[src/rtl/prot_fault_pkg.sv]
package prot_fault_pkg;

    localparam int NUM_TIMED = 4;
    localparam int NUM_SRC   = NUM_TIMED + 1;
    localparam int SEL_W     = 3;

    localparam int IDX_OV  = 0;
    localparam int IDX_UV  = 1;
    localparam int IDX_OW  = 2;
    localparam int IDX_OT  = 3;
    localparam int IDX_OSC = 4;

    // Fault-to-output routing: bit i set means timed source i drives that output.
    localparam logic [NUM_TIMED-1:0] CHG_ROUTE = 4'b1101;
    localparam logic [NUM_TIMED-1:0] DSG_ROUTE = 4'b1110;

    typedef enum logic [1:0] {
        TM_IDLE = 2'd0,
        TM_RUN  = 2'd1,
        TM_HIT  = 2'd2
    } tmr_state_e;

endpackage

[src/rtl/prot_delay_timer.sv]
module prot_delay_timer
    import prot_fault_pkg::*;
#(
    parameter int CNT_W = 12
) (
    input  logic             clk,
    input  logic             rst_n,
    input  logic             tick_i,
    input  logic             en_i,
    input  logic             det_i,
    input  logic             rec_i,
    input  logic             latch_i,
    input  logic [CNT_W-1:0] limit_i,
    output logic             decl_o
);

    typedef struct packed {
        tmr_state_e       state;
        logic [CNT_W-1:0] cnt;
    } tmr_regs_t;

    tmr_regs_t r_d, r_q;
    logic [CNT_W:0] cnt_inc;

    always_comb begin
        r_d     = r_q;
        cnt_inc = {1'b0, r_q.cnt} + {{CNT_W{1'b0}}, 1'b1};
        if (!en_i) begin
            r_d.state = TM_IDLE;
            r_d.cnt   = '0;
        end else begin
            case (r_q.state)
                TM_IDLE: begin
                    r_d.cnt = '0;
                    if (det_i && !rec_i) begin
                        r_d.state = TM_RUN;
                    end
                end
                TM_RUN: begin
                    if (rec_i) begin
                        r_d.state = TM_IDLE;
                        r_d.cnt   = '0;
                    end else if (tick_i) begin
                        if (cnt_inc >= {1'b0, limit_i}) begin
                            r_d.state = TM_HIT;
                            r_d.cnt   = '0;
                        end else begin
                            r_d.cnt = cnt_inc[CNT_W-1:0];
                        end
                    end
                end
                TM_HIT: begin
                    if (rec_i && !latch_i) begin
                        r_d.state = TM_IDLE;
                    end
                end
                default: begin
                    r_d.state = TM_IDLE;
                    r_d.cnt   = '0;
                end
            endcase
        end
    end

    always_ff @(posedge clk or negedge rst_n) begin
        if (!rst_n) begin
            r_q <= '{state: TM_IDLE, cnt: '0};
        end else begin
            r_q <= r_d;
        end
    end

    assign decl_o = (r_q.state == TM_HIT);

    // a declaration only follows a running timer that saw a tick
    p_decl_after_run_r1: assert property (@(posedge clk) disable iff (!rst_n)
        $rose(decl_o) |-> ($past(r_q.state) == TM_RUN && $past(tick_i)));

    // recovery while running cancels the timer
    p_rec_cancels_r3: assert property (@(posedge clk) disable iff (!rst_n)
        (en_i && r_q.state == TM_RUN && rec_i) |=> (r_q.state == TM_IDLE));

    // a latched declaration persists while enabled
    p_latch_holds_r7: assert property (@(posedge clk) disable iff (!rst_n)
        (en_i && latch_i && decl_o) |=> decl_o);

    // a disabled source is idle on the next clock
    p_disabled_idle_r11: assert property (@(posedge clk) disable iff (!rst_n)
        !en_i |=> (r_q.state == TM_IDLE && r_q.cnt == '0));

endmodule

[src/rtl/prot_out_map.sv]
module prot_out_map
    import prot_fault_pkg::*;
(
    input  logic [NUM_TIMED-1:0] decl_i,
    input  logic                 osc_i,
    input  logic                 chg_ah_i,
    input  logic                 dsg_ah_i,
    output logic                 chg_o,
    output logic                 dsg_o,
    output logic                 mode_o
);

    logic chg_act, dsg_act;

    always_comb begin
        chg_act = osc_i || ((decl_i & CHG_ROUTE) != '0);
        dsg_act = osc_i || ((decl_i & DSG_ROUTE) != '0);
        chg_o   = chg_act ? chg_ah_i : !chg_ah_i;
        dsg_o   = dsg_act ? dsg_ah_i : !dsg_ah_i;
        mode_o  = chg_act || dsg_act;
    end

endmodule

[src/rtl/prot_fault_ctrl.sv]
module prot_fault_ctrl
    import prot_fault_pkg::*;
#(
    parameter int BASE_MS   = 250,
    parameter int NUM_STEPS = 5,
    parameter int TEST_MS   = 50
) (
    input  logic               clk,
    input  logic               rst_n,
    input  logic               ms_tick,
    input  logic               ov_det,
    input  logic               ov_rec,
    input  logic               uv_det,
    input  logic               uv_rec,
    input  logic               ow_det,
    input  logic               ow_rec,
    input  logic               ot_det,
    input  logic               ot_rec,
    input  logic               osc_bad,
    input  logic               test_req,
    input  logic               latch_en,
    input  logic [NUM_SRC-1:0] fault_en,
    input  logic [SEL_W-1:0]   ov_dly_sel,
    input  logic [SEL_W-1:0]   uv_dly_sel,
    input  logic [SEL_W-1:0]   ow_dly_sel,
    input  logic [SEL_W-1:0]   ot_dly_sel,
    input  logic               chg_act_high,
    input  logic               dsg_act_high,
    output logic               chg_out,
    output logic               dsg_out,
    output logic               fault_mode
);

    localparam int MAX_MS = BASE_MS << (NUM_STEPS - 1);
    localparam int CNT_W  = $clog2(MAX_MS + 1);

    typedef struct packed {
        logic test;
        logic osc;
    } top_regs_t;

    top_regs_t r_d, r_q;

    logic [NUM_TIMED-1:0] det_v, rec_v, decl_v;
    logic [SEL_W-1:0]     sel_v [NUM_TIMED];

    assign det_v = {ot_det, ow_det, uv_det, ov_det};
    assign rec_v = {ot_rec, ow_rec, uv_rec, ov_rec};
    assign sel_v[IDX_OV] = ov_dly_sel;
    assign sel_v[IDX_UV] = uv_dly_sel;
    assign sel_v[IDX_OW] = ow_dly_sel;
    assign sel_v[IDX_OT] = ot_dly_sel;

    function automatic logic [CNT_W-1:0] sel_limit(input logic [SEL_W-1:0] s);
        if (int'(s) >= NUM_STEPS - 1) begin
            return CNT_W'(MAX_MS);
        end
        return CNT_W'(BASE_MS) << s;
    endfunction

    always_comb begin
        r_d      = r_q;
        r_d.test = test_req;
        if (!fault_en[IDX_OSC]) begin
            r_d.osc = 1'b0;
        end else if (osc_bad) begin
            r_d.osc = 1'b1;
        end else if (!latch_en) begin
            r_d.osc = 1'b0;
        end
    end

    always_ff @(posedge clk or negedge rst_n) begin
        if (!rst_n) begin
            r_q <= '{test: 1'b0, osc: 1'b0};
        end else begin
            r_q <= r_d;
        end
    end

    for (genvar g = 0; g < NUM_TIMED; g++) begin : g_tmr
        logic [CNT_W-1:0] limit_g;
        assign limit_g = r_q.test ? CNT_W'(TEST_MS) : sel_limit(sel_v[g]);

        prot_delay_timer #(.CNT_W(CNT_W)) u_tmr (
            .clk     (clk),
            .rst_n   (rst_n),
            .tick_i  (ms_tick),
            .en_i    (fault_en[g]),
            .det_i   (det_v[g]),
            .rec_i   (rec_v[g]),
            .latch_i (latch_en),
            .limit_i (limit_g),
            .decl_o  (decl_v[g])
        );
    end

    prot_out_map u_map (
        .decl_i   (decl_v),
        .osc_i    (r_q.osc),
        .chg_ah_i (chg_act_high),
        .dsg_ah_i (dsg_act_high),
        .chg_o    (chg_out),
        .dsg_o    (dsg_out),
        .mode_o   (fault_mode)
    );

    // oscillator fault reaches both pins one clock later
    p_osc_both_r5: assert property (@(posedge clk) disable iff (!rst_n)
        (osc_bad && fault_en[IDX_OSC]) |=>
            (chg_out == chg_act_high && dsg_out == dsg_act_high));

    // mode indication agrees with the pin levels
    p_mode_pins_r10: assert property (@(posedge clk) disable iff (!rst_n)
        fault_mode == ((chg_out == chg_act_high) || (dsg_out == dsg_act_high)));

    // an overvoltage alone leaves the discharge pin inactive
    p_ov_chg_only_r4: assert property (@(posedge clk) disable iff (!rst_n)
        (decl_v == 4'b0001 && !r_q.osc) |-> (dsg_out != dsg_act_high && chg_out == chg_act_high));

    // pins idle right after reset
    p_reset_idle_r12: assert property (@(posedge clk)
        $rose(rst_n) |-> !fault_mode);

endmodule

[config.mk]
export PLATFORM = sky130hd
export DESIGN_NAME = prot_fault_ctrl
export DESIGN_NICKNAME = d
export VERILOG_FILES = /design/src/rtl/prot_fault_pkg.sv /design/src/rtl/prot_delay_timer.sv /design/src/rtl/prot_out_map.sv /design/src/rtl/prot_fault_ctrl.sv
export SDC_FILE = /design/constraint.sdc
export NUM_CORES = 1
export LEC_CHECK = 0
export BUFFER_PORTS_ARGS = -buffer_cell sky130_fd_sc_hd__buf_2
export CAP_MARGIN = 40
export CORE_MARGIN = 10
export CORE_UTILIZATION = 67
export DETAILED_ROUTE_END_ITERATION = 8
export GPL_TIMING_DRIVEN = 0
export PLACE_DENSITY = 0.87
export SYNTH_ARGS = -nofsm -noshare
export SYNTH_HDL_FRONTEND = slang
export SYNTH_HIERARCHICAL = 1
export SYNTH_SLANG_ARGS = --single-unit
[constraint.sdc]
create_clock -name clk -period 6.1 [get_ports clk]
set_input_delay 1.83 -clock clk [delete_from_list [all_inputs] [get_ports clk]]
set_output_delay 1.83 -clock clk [all_outputs]
set_load 0.01 [all_outputs]
==> results of run 1 <==
[per-layer routing]
layer	share of wire, %	wire [um]	GRT usage, %	up-vias
met4	1.8	242	7.43	0
met2	50	6890	40.9	189
li1	-	-	-	2393
met3	6.6	905	5.98	30
met5	0	0	0	-
met1	42	5730	27.7	2396
[per-stage QoR]
stage | area (um^2) | util [%] | setup WS (ns) | power, mW | hold WS [ns]
finish | 6020 | 77.1 | 2.03 | 0.945 | 0.549
global route | 6020 | 77.1 | 2.02 | 0.985 | 0.584
CTS | 6020 | 77.1 | 2.03 | 0.951 | 0.558
detailed placement | 5790 | 74.2 | 1.99 | 0.536 | 0.538
global placement | 5750 | 73.6 | 2.03 | 0.527 | 0.508
floorplan | 5440 | - | 2.22 | 0.479 | 0.491
[synth_stat cells, types with 8 or more instances]
cell	instances	share of area (%)
nand2b_1	18	2.1
nand4_1	14	1.6
nor2_1	43	3.0
xnor2_1	23	3.7
a21oi_1	16	1.5
xor2_1	16	2.6
ha_1	52	12
nand3_1	44	4.1
nand2_1	59	4.1
o21ai_0	23	2.1
nor2b_1	10	1.2
nor4b_1	8	1.3
o31ai_2	14	3.2
nor3_1	17	1.6
a32o_1	8	1.5
a32oi_1	11	1.8
clkbuf_1	10	0.69
dfrtp_1	58	27
o21bai_1	8	1.1
inv_1	83	5.7
[how the worst max path moves through the flow]
| stage | from | endpoint | slack (ns) | depth (start not counted) |
|---|---|---|---|---|
| final | chg_act_high | chg_out | 2.03 | 3 |
| after global placement | chg_act_high | chg_out | 2.03 | 3 |
| after floorplan | chg_act_high | chg_out | 2.22 | 1 |
| after global routing | dsg_act_high | dsg_out | 2.02 | 3 |
| after detailed placement | ov_dly_sel[2] | g_tmr[0].u_tmr/r_q[7] | 1.99 | 10 |
| after CTS | chg_act_high | chg_out | 2.03 | 3 |
[tightest hold or removal path, cell delays in order, from the launching register on]
cell and delay (ns):
dfrtp_1 0.39, nand2_1 0.06, o31ai_1 0.07
[final cells by class]
cell class,count,area [um^2]
clock inverter,7,101
buffer,24,155
multi-input combinational,485,3520
inverter,83,312
timing repair buffer,37,223
fill,569,1790
sequential,58,1450
clock buffer,9,124
tap,102,128
[sequential cells by signal, summed over array words and instances (netlist names)]
signal	cells
g_tmr.u_tmr/r_q	56
r_q	2
[power groups by stage]
stage / logic, mW / registers [mW] / clock network (mW)
2_1_floorplan: 0.0788 / 0.400 / 0
3_3_place_gp: 0.126 / 0.401 / 0
3_5_place_dp: 0.135 / 0.401 / 0
4_1_cts: 0.136 / 0.394 / 0.422
5_1_grt: 0.152 / 0.395 / 0.439
6_report: 0.137 / 0.394 / 0.415
[cell families (layout without fill, tap and decap cells)]
kind of cell,Yosys count,count (layout),synth area share [%]
AND/OR/NAND/NOR,263,263,26.8
AO/OA/AOI/OAI,127,127,19.6
buffers and inverters,107,160,8.59
flip-flops,58,58,26.7
adder cells (fa/ha/maj),52,52,12.0
XOR/XNOR,39,39,6.29
other,1,4,0.0690
==> results.txt, run 1 <==
----------------------------------------------------
[Status]
  Outcome ... complete, no violations

[Critical path]
  Reg2Reg Setup Slack ... 2.54 ns
  Cell-by-cell trace of the critical path ... buf_2 -> xor2_1 -> buf_2
  Startpoint kind of the worst setup timing path ... primary input
  Slowest stage cell, crit path ... buf_2
  Critical Path RT ... 4.27 ns
  Peak fanout along the critical path ... 1
  Crit Reg-Reg Startpoint ... g_tmr[2].u_tmr/r_q[0]
  Cell type group with the largest total delay on the critical path ... buffers and inverters
  Delay of the slowest cell on the worst path ... 0.16 ns
  Worst path buffer plus inverter count ... 2
  Worst path most repeated cell ... buf_2
  Cells on worst reg2reg path ... 12
  CP endpoint kind ... primary output
  WS Path Type ... in -> out
  Arrival time of the worst setup path ... 2.24 ns
  Reg-to-Reg End ... g_tmr[2].u_tmr/r_q[7]

[Drt]
  Wirelength, routed ... 13800 um
  Wirelength per Cell ... 17.1 um
  Vias ... 5008
  Initial detailed-routing violation count ... 322
  Via density per instance ... 6.22
  Initial DRT Pass Iterations ... 7
  Antenna Violating Nets Remaining ... 0
  Total DRC errors in the routed layout ... 0

[Hold path]
  WHS Path Cells ... 2
  Min-Delay Path Class ... reg -> reg
  Hold EP ... g_tmr[2].u_tmr/r_q[6]
  Worst min-delay path startpoint ... g_tmr[2].u_tmr/r_q[6]

[Die]
  Io pins ... 36
  Die footprint ... 12100 um^2
  Die outline height ... 110 um
  Rows ... 32
  Core Footprint ... 7810 um^2
  Die width ... 110 um
  Initial Util ... 69.6%

[STA]
  Setup repair after global routing missed its margin ... false
  Final max-slew violation count ... 0
  Number of hold-slack violations in the final timing report ... 0
  Final setup violation count ... 0
  Largest clock skew in the final design ... 0.00860 ns
  Setup tns final ... 0 ns
  Transition at the pin with the smallest max-transition slack ... 0.813 ns
  Share of the clock period used by the worst path ... 66.7%
  Final Critical Period ... 4.07 ns
  Rel. slew slack ... 45.2%
  Maximum frequency from static timing analysis ... 246 MHz

[Place]
  Number of buffers added on ports ... 35
  Placer congestion estimate ... 0.887
  DP HPWL ... 10600 um
  Placed cell count ... 789

[Pwr]
  Sw Pwr ... 0.271 mW
  Worst voltage drop across the vdd grid ... 0.000144 V
  Net Sw Frac ... 28.6%
  Total power density per cell area ... 157 nW/um^2
  Comb power frac ... 14.5%
  Cell-internal power ... 0.675 mW
  Clock network fraction of total power ... 43.8%
  Proportion of power drawn by flip-flops and latches ... 41.6%
  Leakage power figure ... 2.89 nW

[Clock network]
  Number of buffers on the longest clock path ... 2
  Root buffer cell ... clkbuf_8
  Number of H-tree levels ... 3
  Clock Latency Late Sink ... 0.35 ns
  Count of cells resized by post-cts repair ... 0
  Number of clock sinks seen by CTS ... 58
  TritonCTS clock tree ... built
  Number of hold buffers added after CTS ... 0
  Clock-pin slew reported for the worst setup and hold paths after clock tree synthesis ... 0.08 ns
  Post-CTS repair timing setup buffer count ... 0
  Cts bufs inserted ... 9

[Final layout]
  Share of layout cells above drive strength 1 ... 14.7%
  Count of non-filler cells in the finished layout ... 805
  Growth of design area from synthesis to finish ... 10.8%
  Leading cell type in the layout, fill and taps excluded ... inv_1
  Commonest non-fill, non-tap cells in the layout ... inv_1 (83), nand2_1 (59), dfrtp_1 (58)
  ANT cells ... 0
  Number of nets at the end of the flow ... 783

[Global routing]
  GR Util All Layers ... 23.5%
  Global-route wire length before repair ... 22800 um
  Gr ovfl total ... 0
  Number of antenna violations at the first check in global routing ... 0
  Vias in the first global route ... 4922
  Pin count of the biggest net entering global routing ... 25

[Yosys]
  Post-synthesis instance area ... 5430 um^2
  Mean area per synthesized cell ... 8.39 um^2
  Post-synth top flop ... dfrtp_1
  Post-synthesis sequential area ratio ... 26.7%
  Share of synthesized registers carrying an async set or reset ... 100%
  Synth warnings ... 6
  Count of distinct cell types in the synthesized netlist ... 56
  Register bit total from synthesis ... 58
  Post-Synthesis Cells ... 647
  Number of enable-type register cells in the synthesized netlist ... 0

[Run]
  Max-cap violations ... 0

----------------------------------------------------
Note: power is estimated with default switching activity, not from simulation.
==> run 2: changes to the inputs <==
--- a/config.mk
+++ b/config.mk
@@ -8,10 +8,10 @@
 export BUFFER_PORTS_ARGS = -buffer_cell sky130_fd_sc_hd__buf_2
 export CAP_MARGIN = 40
 export CORE_MARGIN = 10
-export CORE_UTILIZATION = 67
+export CORE_UTILIZATION = 62
 export DETAILED_ROUTE_END_ITERATION = 8
 export GPL_TIMING_DRIVEN = 0
-export PLACE_DENSITY = 0.87
+export PLACE_DENSITY = 0.81
 export SYNTH_ARGS = -nofsm -noshare
 export SYNTH_HDL_FRONTEND = slang
 export SYNTH_HIERARCHICAL = 1
==> constraint.sdc (replaced) <==
create_clock -name clk -period 3.8 [get_ports clk]
set_input_delay 1.14 -clock clk [delete_from_list [all_inputs] [get_ports clk]]
set_output_delay 1.14 -clock clk [all_outputs]
set_load 0.01 [all_outputs]
==> run 2 against run 1 <==
Compared with the run above:
- critical path depth grew 10
- worst setup slack got worse by 1.7 ns
- count of clock-buffer cells in the layout rose by 1
- first-iteration DRC count increased by 0.31%
- cell count up 0.62%
- sequential share of layout area is 0.090 points lower
- global-route usage decreased by 2.4 points
==> results.txt, run 2 (synthesis gave the netlist of run 1 again) <==
----------------------------------------------------
[Critical path]
  CP endpoint kind ... flop
  Critical Path RT ... 4.05 ns (-0.22 ns)
  Peak fanout along the critical path ... 10 (+9)
  Startpoint kind of the worst setup timing path ... flop
  WS Path Type ... reg -> reg
  Arrival time of the worst setup path ... 3.76 ns (+1.52 ns)
  Cells on worst reg2reg path ... 13 (+1)

[Global routing]
  Pin count of the biggest net entering global routing ... 25 (unchanged)
  GR Util All Layers ... 21.1% (-2.4 points)
  Vias in the first global route ... 4847 (-1.5%)
  Number of antenna violations at the first check in global routing ... 0 (unchanged)
  Global-route wire length before repair ... 22800 um (+0.18%)
  Gr ovfl total ... 0 (unchanged)

[STA]
  Number of hold-slack violations in the final timing report ... 0 (unchanged)
  Setup tns final ... 0 ns (unchanged)
  Final max-slew violation count ... 0 (unchanged)
  Share of the clock period used by the worst path ... 92.3%
  Transition at the pin with the smallest max-transition slack ... 0.811 ns (-0.00273 ns)
  Largest clock skew in the final design ... 0.0102 ns (+0.00163 ns)
  Final Critical Period ... 3.51 ns
  Final setup violation count ... 0 (unchanged)
  Setup repair after global routing missed its margin ... false
  Rel. slew slack ... 45.4% (+0.18 points)
  Maximum frequency from static timing analysis ... 285 MHz

[Clock network]
  Number of clock sinks seen by CTS ... 58 (unchanged)
  Number of hold buffers added after CTS ... 0 (unchanged)
  Number of buffers on the longest clock path ... 2 (unchanged)
  Post-CTS repair timing setup buffer count ... 0 (unchanged)
  Count of cells resized by post-cts repair ... 0 (unchanged)
  Number of H-tree levels ... 3 (unchanged)
  Cts bufs inserted ... 9 (unchanged)
  Root buffer cell ... clkbuf_8
  Clock-pin slew reported for the worst setup and hold paths after clock tree synthesis ... 0.07 ns (about the same)
  Clock Latency Late Sink ... 0.34 ns (about the same)
  TritonCTS clock tree ... built

[Drt]
  Total DRC errors in the routed layout ... 0 (unchanged)
  Initial detailed-routing violation count ... 323 (+0.31%)
  Wirelength, routed ... 13400 um (-2.6%)
  Antenna Violating Nets Remaining ... 0 (unchanged)
  Wirelength per Cell ... 16.6 um (-3.2%)
  Via density per instance ... 6.15 (-1.1%)
  Vias ... 4984 (-0.48%)
  Initial DRT Pass Iterations ... 5 (-2)

[Final layout]
  Register with the most flip-flops ... g_tmr.u_tmr/r_q
  Commonest non-fill, non-tap cells in the layout ... inv_1 (83), nand2_1 (59), dfrtp_1 (58)
  Leading cell type in the layout, fill and taps excluded ... inv_1
  Largest registers in the final layout ... g_tmr.u_tmr/r_q: 56 flops, r_q: 2 flops
  Share of layout cells above drive strength 1 ... 14.5% (-0.12 points)
  Count of non-filler cells in the finished layout ... 810 (+0.62%)
  Number of nets at the end of the flow ... 783 (unchanged)
  Flip-flop count of the largest register, all copies and words added ... 56 (unchanged)
  ANT cells ... 0 (unchanged)
  Growth of design area from synthesis to finish ... 11.2%
  Cell area after layout ... 6040 um^2 (+0.37%)

[Pwr]
  Cell-internal power ... 1.16 mW (+72%)
  Total power density per cell area ... 260 nW/um^2 (+66%)
  Worst voltage drop across the vdd grid ... 0.000158 V (+9.7%)
  Clock network fraction of total power ... 46.0% (+2.2 points)
  Leakage power figure ... 2.90 nW (+0.41%)
  Proportion of power drawn by flip-flops and latches ... 40.2% (-1.4 points)
  Comb power frac ... 13.8% (-0.7 points)
  Post-route total power ... 1.57 mW (+66%)
  Sw Pwr ... 0.414 mW (+53%)
  Net Sw Frac ... 26.3% (-2.3 points)

[Die]
  Die width ... 114 um (+3.2%)
  Io pins ... 36 (unchanged)
  Initial Util ... 62.9% (-6.7 points)
  Rows ... 34 (+6.3%)
  Die outline height ... 114 um (+3.2%)
  Core Footprint ... 8640 um^2 (+11%)
  Die footprint ... 12900 um^2 (+6.6%)

[Place]
  DP HPWL ... 10100 um (-4.6%)
  Placer congestion estimate ... 0.860 (-3.0%)
  Number of buffers added on ports ... 35 (unchanged)
  Placed cell count ... 795 (+0.76%)
  Post-placement cell area ... 5800 um^2 (+0.13%)

[Hold path]
  WHS Path Cells ... 2 (unchanged)
  Min-Delay Path Class ... reg -> reg

[Status]
  Outcome ... complete, no violations

[Run]
  Max-cap violations ... 0 (unchanged)

----------------------------------------------------
-- run 2: cell types whose count changed in the layout (fill, tap and decap cells not counted), sizes merged --
cell	before	now
inv	85	83
bufinv	2	3
clkbuf	19	20
clkinvlp	2	1
-- run 2: routing by layer --
layer	vias up	share of wire [%]	track usage, %
li1	2397	-	-
met1	2394	44	26.9
met2	167	48	35.5
met3	26	5.6	3.20
met4	0	2.2	6.85
met5	-	0	0
-- run 2: power by group through the flow --
stage | clock [mW] | sequential [mW] | combinational (mW)
global placement | 0 | 0.643 | 0.202
finish | 0.722 | 0.632 | 0.217
floorplan | 0 | 0.642 | 0.127
global route | 0.756 | 0.633 | 0.242
CTS | 0.730 | 0.632 | 0.218
detailed placement | 0 | 0.644 | 0.216
-- run 2: metrics by stage --
step                setup slack [ns]  hold slack [ns]  utilization [%]
floorplan                      0.918            0.491                -
global placement               0.466            0.510             66.6
detailed placement             0.395            0.517             67.2
CTS                            0.370            0.536             70.0
global route                  0.0570            0.576             70.0
finish                         0.292            0.535             70.0
-- run 2: path summary, 6_finish.rpt --
check	start	endpoint	slack [ns]
max	g_tmr[0].u_tmr/r_q[0]	g_tmr[0].u_tmr/r_q[1]	0.29
min	g_tmr[2].u_tmr/r_q[6]	g_tmr[2].u_tmr/r_q[6]	0.53
max reg2reg	g_tmr[0].u_tmr/r_q[0]	g_tmr[0].u_tmr/r_q[1]	0.29
min reg2reg	g_tmr[2].u_tmr/r_q[6]	g_tmr[2].u_tmr/r_q[6]	0.53
max in group asynchronous	rst_n	g_tmr[0].u_tmr/r_q[6]	2.37
min in group asynchronous	rst_n	r_q[1]	0.76
-- run 2: layout make-up --
class / instances / area, um^2
well taps: 108 / 135
multi-input cells: 485 / 3520
clock buffers: 10 / 138
clock inverters: 5 / 103
plain buffers: 24 / 155
flip-flops and latches: 58 / 1450
inverters: 83 / 312
fillers: 719 / 2590
repair buffers: 37 / 223
-- run 2: worst max-delay path: stages (launching register included) --
cell,delay [ns]
dfrtp_1,0.43
ha_1,0.27
nand3_1,0.26
nor2_1,0.32
nand4_1,0.15
xor2_1,0.26
inv_1,0.07
ha_1,0.29
nand3_1,0.17
nor2_1,0.07
a22oi_1,0.45
nand3b_2,0.25
buf_6,0.21
o21ai_0,0.20
